<file path="src/rtl/lpd_pkg.sv">
package lpd_pkg;
  localparam int unsigned PIX_W_D   = 8;
  localparam int unsigned ROW_LEN_D = 64;  // must be a power of two
  localparam int unsigned N_REF_D   = 4;
endpackage

</file>
<file path="src/rtl/lpd_smooth.sv">
module lpd_smooth #(
  parameter int unsigned PIX_W   = 8,
  parameter int unsigned ROW_LEN = 64,
  localparam int unsigned IDX_W  = $clog2(ROW_LEN)
) (
  input  logic             clk_i,
  input  logic             rst_ni,
  input  logic             pix_valid_i,
  input  logic [IDX_W-1:0] pix_idx_i,
  input  logic [PIX_W-1:0] pix_i,
  output logic             sm_v_o,
  output logic [IDX_W-1:0] sm_idx_o,
  output logic [PIX_W-1:0] sm_o,
  output logic [PIX_W-1:0] nx_o
);
  localparam logic [IDX_W-1:0] LAST = IDX_W'(ROW_LEN - 1);

  logic             c_v_q;
  logic [IDX_W-1:0] c_idx_q;
  logic [PIX_W-1:0] c_pix_q, l_pix_q;
  logic [PIX_W-1:0] left, right;
  logic [PIX_W+1:0] sum;

  always_ff @(posedge clk_i or negedge rst_ni) begin
    if (!rst_ni) begin
      c_v_q   <= 1'b0;
      c_idx_q <= '0;
      c_pix_q <= '0;
      l_pix_q <= '0;
      sm_v_o  <= 1'b0;
      sm_idx_o <= '0;
      sm_o    <= '0;
    end else begin
      c_v_q    <= pix_valid_i;
      c_idx_q  <= pix_idx_i;
      c_pix_q  <= pix_i;
      l_pix_q  <= c_pix_q;
      sm_v_o   <= c_v_q;
      sm_idx_o <= c_idx_q;
      sm_o     <= nx_o;
    end
  end

  // window centre is the registered pixel; the live input is its right side
  assign left  = (c_idx_q == '0)  ? c_pix_q : l_pix_q;
  assign right = (c_idx_q == LAST) ? c_pix_q : pix_i;
  assign sum   = {2'b00, left} + {1'b0, c_pix_q, 1'b0} + {2'b00, right};
  assign nx_o  = sum[PIX_W+1:2];
endmodule

</file>
<file path="src/rtl/lpd_thresh.sv">
module lpd_thresh #(
  parameter int unsigned PIX_W   = 8,
  parameter int unsigned ROW_LEN = 64,
  parameter int unsigned N_REF   = 4,
  localparam int unsigned IDX_W  = $clog2(ROW_LEN),
  localparam int unsigned SUM_W  = PIX_W + IDX_W,
  localparam int unsigned SEL_W  = (N_REF > 1) ? $clog2(N_REF) : 1
) (
  input  logic                   clk_i,
  input  logic                   rst_ni,
  input  logic                   row_go_i,
  input  logic                   sample_row_i,
  input  logic                   pix_valid_i,
  input  logic                   last_i,
  input  logic [PIX_W-1:0]       pix_i,
  input  logic [N_REF*PIX_W-1:0] ref_lvl_i,
  input  logic [N_REF*PIX_W-1:0] thr_lvl_i,
  output logic [PIX_W-1:0]       thr_o,
  output logic [SEL_W-1:0]       sel_o
);
  logic             samp_q, samp_act;
  logic [SUM_W-1:0] acc_q, acc_base, acc_tot;
  logic [PIX_W-1:0] avg;
  logic [SEL_W-1:0] pick, pend_sel_q;
  logic             pend_q;

  assign samp_act = row_go_i ? sample_row_i : samp_q;
  assign acc_base = row_go_i ? '0 : acc_q;
  assign acc_tot  = acc_base + SUM_W'(pix_i);
  assign avg      = acc_tot[SUM_W-1:IDX_W];

  // later fields win: highest reference index reached
  always_comb begin
    pick = '0;
    for (int i = 0; i < int'(N_REF); i++) begin
      if (avg >= ref_lvl_i[i*PIX_W +: PIX_W]) pick = SEL_W'(i);
    end
  end

  always_ff @(posedge clk_i or negedge rst_ni) begin
    if (!rst_ni) begin
      samp_q     <= 1'b0;
      acc_q      <= '0;
      pend_q     <= 1'b0;
      pend_sel_q <= '0;
      sel_o      <= '0;
    end else begin
      if (row_go_i) samp_q <= sample_row_i;
      if (pix_valid_i && samp_act) acc_q <= acc_tot;
      if (row_go_i && pend_q) begin
        sel_o  <= pend_sel_q;
        pend_q <= 1'b0;
      end
      if (pix_valid_i && samp_act && last_i) begin
        pend_sel_q <= pick;
        pend_q     <= 1'b1;
      end
    end
  end

  assign thr_o = thr_lvl_i[sel_o*PIX_W +: PIX_W];
endmodule

</file>
<file path="src/rtl/lpd_peak.sv">
module lpd_peak #(
  parameter int unsigned PIX_W   = 8,
  parameter int unsigned ROW_LEN = 64,
  localparam int unsigned IDX_W  = $clog2(ROW_LEN)
) (
  input  logic             clk_i,
  input  logic             rst_ni,
  input  logic             sm_v_i,
  input  logic [IDX_W-1:0] sm_idx_i,
  input  logic [PIX_W-1:0] sm_i,
  input  logic [PIX_W-1:0] nx_i,
  input  logic [PIX_W-1:0] thr_i,
  output logic             peak_valid_o,
  output logic             peak_o
);
  localparam logic [IDX_W-1:0] LAST = IDX_W'(ROW_LEN - 1);

  logic [PIX_W-1:0] prev_q;
  logic             inner, hit;

  assign inner = (sm_idx_i != '0) && (sm_idx_i != LAST);
  assign hit   = sm_v_i && inner && (sm_i >= prev_q) && (sm_i > nx_i) && (sm_i > thr_i);

  always_ff @(posedge clk_i or negedge rst_ni) begin
    if (!rst_ni) begin
      prev_q       <= '0;
      peak_valid_o <= 1'b0;
      peak_o       <= 1'b0;
    end else begin
      prev_q       <= sm_i;
      peak_valid_o <= sm_v_i;
      peak_o       <= hit;
    end
  end
endmodule

</file>
<file path="src/rtl/lane_peak_det.sv">
module lane_peak_det #(
  parameter int unsigned PIX_W   = lpd_pkg::PIX_W_D,
  parameter int unsigned ROW_LEN = lpd_pkg::ROW_LEN_D,
  parameter int unsigned N_REF   = lpd_pkg::N_REF_D,
  localparam int unsigned IDX_W  = $clog2(ROW_LEN),
  localparam int unsigned SEL_W  = (N_REF > 1) ? $clog2(N_REF) : 1
) (
  input  logic                   clk_i,
  input  logic                   rst_ni,
  input  logic                   pix_valid_i,
  input  logic                   row_start_i,
  input  logic                   sample_row_i,
  input  logic [PIX_W-1:0]       pix_i,
  input  logic [N_REF*PIX_W-1:0] ref_lvl_i,
  input  logic [N_REF*PIX_W-1:0] thr_lvl_i,
  output logic                   peak_valid_o,
  output logic                   peak_o
);
  logic [IDX_W-1:0] cnt_q, idx_in, sm_idx;
  logic             row_go, last_in, sm_v;
  logic [PIX_W-1:0] sm_val, nx_val, thr_w;
  logic [SEL_W-1:0] sel_w;

  assign idx_in  = row_start_i ? '0 : cnt_q;
  assign row_go  = pix_valid_i && row_start_i;
  assign last_in = (idx_in == IDX_W'(ROW_LEN - 1));

  always_ff @(posedge clk_i or negedge rst_ni) begin
    if (!rst_ni)          cnt_q <= '0;
    else if (pix_valid_i) cnt_q <= idx_in + 1'b1;
  end

  lpd_smooth #(.PIX_W(PIX_W), .ROW_LEN(ROW_LEN)) u_smooth (
    .clk_i, .rst_ni,
    .pix_valid_i,
    .pix_idx_i (idx_in),
    .pix_i,
    .sm_v_o    (sm_v),
    .sm_idx_o  (sm_idx),
    .sm_o      (sm_val),
    .nx_o      (nx_val)
  );

  lpd_thresh #(.PIX_W(PIX_W), .ROW_LEN(ROW_LEN), .N_REF(N_REF)) u_thresh (
    .clk_i, .rst_ni,
    .row_go_i     (row_go),
    .sample_row_i,
    .pix_valid_i,
    .last_i       (last_in),
    .pix_i,
    .ref_lvl_i,
    .thr_lvl_i,
    .thr_o        (thr_w),
    .sel_o        (sel_w)
  );

  lpd_peak #(.PIX_W(PIX_W), .ROW_LEN(ROW_LEN)) u_peak (
    .clk_i, .rst_ni,
    .sm_v_i   (sm_v),
    .sm_idx_i (sm_idx),
    .sm_i     (sm_val),
    .nx_i     (nx_val),
    .thr_i    (thr_w),
    .peak_valid_o,
    .peak_o
  );
endmodule

</file>
<file path="config.mk">
export PLATFORM = sky130hd
export DESIGN_NAME = lane_peak_det
export DESIGN_NICKNAME = d
export VERILOG_FILES = /design/src/rtl/lpd_pkg.sv /design/src/rtl/lpd_smooth.sv /design/src/rtl/lpd_thresh.sv /design/src/rtl/lpd_peak.sv /design/src/rtl/lane_peak_det.sv
export SDC_FILE = /design/constraint.sdc
export NUM_CORES = 1
export LEC_CHECK = 0
export BUFFER_PORTS_ARGS = -buffer_cell sky130_fd_sc_hd__buf_2
export CORE_AREA = 8 8 104 106
export CTS_BUF_LIST = sky130_fd_sc_hd__clkbuf_8 sky130_fd_sc_hd__clkbuf_16
export DETAILED_ROUTE_END_ITERATION = 7
export DIE_AREA = 0 0 112 114
export GPL_TIMING_DRIVEN = 0
export PLACE_DENSITY = 0.89
export SYNTH_ARGS = -nofsm -noshare
export SYNTH_HDL_FRONTEND = slang
export SYNTH_SLANG_ARGS = --single-unit
</file>
<file path="constraint.sdc">
create_clock -name clk_i -period 5.2 [get_ports clk_i]
set_clock_uncertainty 0.2 [all_clocks]
set_input_delay 1.56 -clock clk_i [delete_from_list [all_inputs] [get_ports clk_i]]
set_output_delay 1.56 -clock clk_i [all_outputs]
set_load 0.05 [all_outputs]
</file>
==> Word-level counts from Yosys, hierarchy flattened <==
Cells that the tools add are included.
{ "op_classes": {"n_addsub": 4, "mul": 0, "div": 0, "magnitude_cmp": 6, "n_eq_ne": 3, "n_shift": 1, "n_mux": 10, "bitwise": 0, "n_reduce_logical": 12} }
{ "op_table": {"columns": ["operator", "count"], "rows": [
  ["8-bit greater-or-equal comparator", 4],
  ["32-bit by 6-bit indexed part select with 8-bit output", 1],
  ["8-bit > comparator", 2],
  ["8-bit 2-to-1 mux", 2],
  ["14-bit by 8-bit adder with 14-bit output", 1],
  ["14-bit 2-to-1 mux", 1],
  ["6-bit equality test, second input constant", 2],
  ["10-bit by 8-bit adder with 10-bit output", 1],
  ["8-bit by 9-bit adder with 10-bit output", 1],
  ["1-bit logical AND", 9],
  ["6-bit by 1-bit adder with 6-bit output, second input constant", 1],
  ["6-bit zero test", 1],
  ["6-bit 2-to-1 mux", 1],
  ["6-bit inequality test, second input constant", 1],
  ["6-bit nonzero test", 1],
  ["1-bit 2-to-1 mux", 4],
  ["2-bit 2-to-1 mux", 2],
  ["2-bit nonzero test", 1]
]} }
{ "totals": {"regBits": 74, "latchBits": 0, "mem_bits_rw": 0, "romBits": 0, "elab_cells": 52, "mem_count": 0} }

==> Longest topological paths before layout <==
{ "depth": {"ltp_word": 7, "mapped_depth": 19, "depth_no_buf": 19} }

==> Hierarchy <==
From an unflattened synthesis, not the netlist that was laid out.
{ "hier_totals": {"cells_unflattened": 496, "area_unflattened_um2": 5086.1} }
{ "modules_own_cells": {"columns": ["mod", "n_inst", "cells_each", "area_per_inst_um2"], "rows": [
  ["lpd_thresh", 1, 225, 2098.3],
  ["lpd_smooth", 1, 140, 1764.2],
  ["lpd_peak", 1, 94, 864.6],
  ["lane_peak_det", 1, 37, 359.1]
]} }

==> Worst setup path before layout <==
No wires, ideal clock.
{ "synth_path": {"kind": "input-to-reg", "startpoint": "input pix_valid_i", "endpoint": "register u_thresh.pend_sel_q[0]", "setup_time_ns": 0.124, "arrival_ns": 4.767, "setup_slack_ns": 0.109, "path_stages": 19, "path_buffers": 2, "cell_sequence": "nand2_1 clkbuf_1 clkbuf_1 and2_1 ha_1 fa_1 a21oi_1 nor2_1 nor4_1 nor4_1 xnor2_1 nor2_1 ha_1 a21o_1 a211oi_1 o21ai_0 o211a_1 o21ai_0 a21oi_1"} }
{ "synth_between": {"elab_chain_cells": 7, "elab_cells_between_ends": 12, "classes_between": "add/sub (1); order compare (3); mux (5); reduce/logical (3)"} }
{ "synth_lines": {"columns": ["item", "line_no", "text"], "rows": [
  ["start, declared", "lane_peak_det.sv:10", "input logic pix_valid_i,"],
  ["1-bit logical AND (*)", "lane_peak_det.sv:25", "assign row_go = pix_valid_i && row_start_i;"],
  ["14-bit 2-to-1 mux (*)", "lpd_thresh.sv:28", "assign acc_base = row_go_i ? '0 : acc_q;"],
  ["14-bit by 8-bit adder with 14-bit output (*)", "lpd_thresh.sv:29", "assign acc_tot = acc_base + SUM_W'(pix_i);"],
  ["named net u_thresh.acc_tot[10]", "lpd_thresh.sv:22", "logic [SUM_W-1:0] acc_q, acc_base, acc_tot;"],
  ["8-bit greater-or-equal comparator", "lpd_thresh.sv:36", "if (avg >= ref_lvl_i[i*PIX_W +: PIX_W]) pick = SEL_W'(i);"],
  ["1-bit 2-to-1 mux", "lpd_thresh.sv:36", null],
  ["2-bit 2-to-1 mux", "lpd_thresh.sv:36", null],
  ["2-bit 2-to-1 mux (*)", "lpd_thresh.sv:36", null],
  ["end signal, assigned", "lpd_thresh.sv:55", "pend_sel_q <= pick;"],
  ["end, declared", "lpd_thresh.sv:24", "logic [SEL_W-1:0] pick, pend_sel_q;"]
]} }
Mark *: on every way through the listed nets, which the timed path passes. The rest lies on a longest branch.
A chain may end at the register's enable or synchronous reset.

==> Final worst setup path <==
Same ends and word-level chain as after synthesis.

==> results.yml <==
clocking:
  cts.htree.levels: 3
  cts_root_buffer: "clkbuf_8"
  tritoncts: "built"
  cts_buffer_depth: 2
  hold_buffers: 0
  cts_made_buffers: 9
  cts.sink_count: 74
  clk_latency_ns: 0.36
  clkTransAtPathRegs_ns: 0.08
grt:
  grt_pass1_wl_mm: 18.7
  grt_max_degree: 75
  grt-ovfl-total: 0
  track_usage_pct: 17.8
  antenna_found_initial: 0
  first_global_vias: 4317
cells_and_area:
  area_growth_syn_to_layout_pct: 15.6
  drive_gt1_share_pct: 22.0
  layout_commonest_cell: "dfrtp_1"
  layout.nets: 719
  final_cell_mix: "dfrtp_1, buf_2, inv_1, ha_1, nand2_1"
  fin_util_pct: 62.4
  antenna_cells: 0
detailed_routing:
  via_per_inst: 5.69
  drt_iter0_markers: 199
  drc: 0
  wl_per_cell_um: 16.0
  antenna_left: 0
  via_count: 3897
  wl_mm: 11.0
  first_pass_iters: 4
hold_path:
  holdPathStages: 0
  hp-class: "flip-flop to flip-flop"
timing:
  final_hold_viol_count: 0
  drv_slew: 0
  finalCriticalPeriod_ns: 4.96
  grt_setup_unrepaired: "no"
  whs_ns: 0.154
  clock.fmax_mhz: 201
  period_share_pct: 95.5
  finalSetupViolations: 0
  max_slew_margin_pct: 40.2
  tightest_slew_ns: 0.898
setup_path:
  critPathBufInv: 2
  path_max_fanout: 11
  slowest_stage: "fa_1"
  cp_top_family: "compound AO/OA/AOI/OAI gates"
  crit_cells: 19
  crit_type: "input pin to flip-flop"
  r2r_cells: 17
  worst_ep_arrival_time_ns: 5.06
  end_kind: "flip-flop"
  crit_chain: "buf_2 > nand2_4 > clkbuf_4 > and2_1 > ha_1 > fa_1 > a21oi_2 > nor2_1 > nor4_4 > nor4_2 > xnor2_1 > nor2_2 > ha_1 > a21o_1 > a21oi_1 > o31ai_1 > a31oi_1 > o21ai_0 > a21oi_1"
  startpoint_type: "input pin"
  cp.required_ns: 5.29
  critical_path.max_stage_delay_ns: 0.42
place:
  io_buffers: 70
  place_congestion: 0.902
  post-dp-hpwl_mm: 8.69
synth:
  synthMuxAreaShare_pct: 6.33
  synth_cell_types: 50
  ys_ff_latch: 74
  ys_async_sr_fraction_pct: 100
  syn-num-nets: 638
  yosysSeqAreaShare_pct: 37.6
  synth_top_family_by_area: "adder cells"
  syn_area_per_cell_um2: 10.1
  synth_compound_area_share_pct: 14.3
  synthSimpleGateAreaFrac_pct: 12.5
  synth_edf_count: 0
  yosysWarnings: 0
  synth_xor_area_share_pct: 3.56
  ys.flop_type: "dfrtp_1"
  synthAdderAreaFrac_pct: 19.9
  netlist_area_um2: 4920
  postSynthCellCount: 488
die:
  die_height_um: 114
  die_w_um: 112
  initial_core_util_pct: 54.0
  ios: 79
  coreArea_um2: 9110
  row_count: 35
  dieArea_um2: 12800
power:
  p_leak_nw: 2.90
  vdd.ir_drop.worst_mv: 0.239
  pwr_density_cell_nw_per_um2: 433
  power_w: 0.00246
run:
  maxCapViolCount: 0
outcome:
  outcome: "completed"
-- final timing paths --
check,from,endpoint,slack [ns]
max in group asynchronous,rst_ni,u_smooth.c_pix_q[0],3.09
min reg2reg,u_smooth.c_v_q,u_smooth.sm_v_o,0.15
max,pix_valid_i,u_thresh.pend_sel_q[0],0.24
min in group asynchronous,rst_ni,u_peak.peak_valid_o,1.13
min,u_smooth.c_v_q,u_smooth.sm_v_o,0.15
max reg2reg,u_smooth.c_idx_q[1],u_peak.peak_o,0.38
-- repair_timing --
item / 4_1_cts / 5_1_grt
endpoints found under the setup margin: 2 / 3
resized for setup: 4 / 14
setup buffers: 0 / 2
pin swaps: 0 / 3
-- flip-flops by register name, summed over array words and instances, names as in the netlist, 2 cells and up --
name and count:
u_smooth.c_idx_q 6, u_thresh.acc_q 14, u_thresh.pend_sel_q 2, cnt_q 6, u_smooth.sm_idx_o 6, u_peak.prev_q 8, u_smooth.sm_o 8, u_thresh.sel_o 2
u_smooth.l_pix_q 8, u_smooth.c_pix_q 8
-- synthesized netlist by cell type, types with 2 or more instances --
| cell | instances | area share, % |
|---|---|---|
| dfrtp_1 | 74 | 38 |
| nor4_1 | 4 | 0.51 |
| o211ai_1 | 4 | 0.61 |
| clkbuf_1 | 10 | 0.76 |
| nor2_1 | 24 | 1.8 |
| and4_1 | 2 | 0.36 |
| xnor2_1 | 9 | 1.6 |
| o21a_1 | 9 | 1.4 |
| nor2b_1 | 11 | 1.4 |
| or3_1 | 2 | 0.25 |
| o31ai_1 | 2 | 0.31 |
| and2_1 | 9 | 1.1 |
| inv_1 | 64 | 4.9 |
| nand2b_1 | 5 | 0.64 |
| a211oi_1 | 6 | 0.92 |
| mux2_2 | 9 | 2.1 |
| a21oi_1 | 29 | 2.9 |
| ha_1 | 64 | 16 |
| mux4_2 | 8 | 3.7 |
| a22o_1 | 2 | 0.36 |
| a21o_1 | 11 | 1.7 |
| o22ai_1 | 5 | 0.64 |
| nor3_1 | 6 | 0.61 |
| nand4_1 | 8 | 1.0 |
| o21ai_0 | 19 | 1.9 |
| fa_1 | 9 | 3.7 |
| or2_2 | 4 | 0.51 |
| mux2i_1 | 3 | 0.61 |
| nand3_1 | 11 | 1.1 |
| a211o_1 | 2 | 0.36 |
| nand2_1 | 30 | 2.3 |
| xor2_1 | 11 | 2.0 |
| o21bai_1 | 5 | 0.76 |
-- per-layer routing --
metal / share of wire [%] / wire [µm] / track usage [%]
met1: 39 / 4300 / 18.4
met2: 53 / 5770 / 34.0
met3: 6.0 / 662 / 3.96
met4: 2.3 / 250 / 7.64
met5: 0 / 0 / 0
-- where the power goes --
group	leakage [nW]	internal [W]	switching, W
clock network	0.0945	0.000234	0.000217
registers	0.919	0.000701	0.0000958
logic	1.89	0.000565	0.000651
-- final cells by class --
cell class	count	area, µm²
fillers	729	3420
plain buffers	8	33.8
clock buffers	10	138
repair buffers	72	368
multi-input cells	339	2850
well taps	111	139
inverters	65	244
flip-flops and latches	74	1850
clock inverters	6	66.3
-- stage by stage --
| step | TNS [ns] | worst slack, ns | area [µm²] | cells |
|---|---|---|---|---|
| 2_1_floorplan | 0 | 0.109 | 4920 | 488 |
| 3_3_place_gp | -1.11 | -0.629 | 5410 | 669 |
| 3_5_place_dp | -1.55 | -0.814 | 5410 | 669 |
| 4_1_cts | 0 | 0.00811 | 5630 | 684 |
| 5_1_grt | 0 | 0.00325 | 5690 | 685 |
| 6_report | 0 | 0.235 | 5690 | 685 |
-- logic make-up after synthesis --
| logic type | count (synthesis) |
|---|---|
| AO/OA/AOI/OAI | 105 |
| XOR/XNOR | 20 |
| adder cells (fa/ha/maj) | 73 |
| buffers and inverters | 75 |
| flip-flops | 74 |
| multiplexers | 20 |
| AND/OR/NAND/NOR | 121 |
-- worst reg2reg max path, delay by kind of cell (launching register included) --
| kind | cells | cell delay (ns) |
|---|---|---|
| AND/OR/NAND/NOR | 5 | 1.55 |
| adder cells (fa/ha/maj) | 3 | 1.17 |
| AO/OA/AOI/OAI | 7 | 1.09 |
| flip-flops | 1 | 0.40 |
| XOR/XNOR | 1 | 0.25 |
| buffers and inverters | 1 | 0.10 |
No activity file was read; power rests on OpenSTA's default activity.
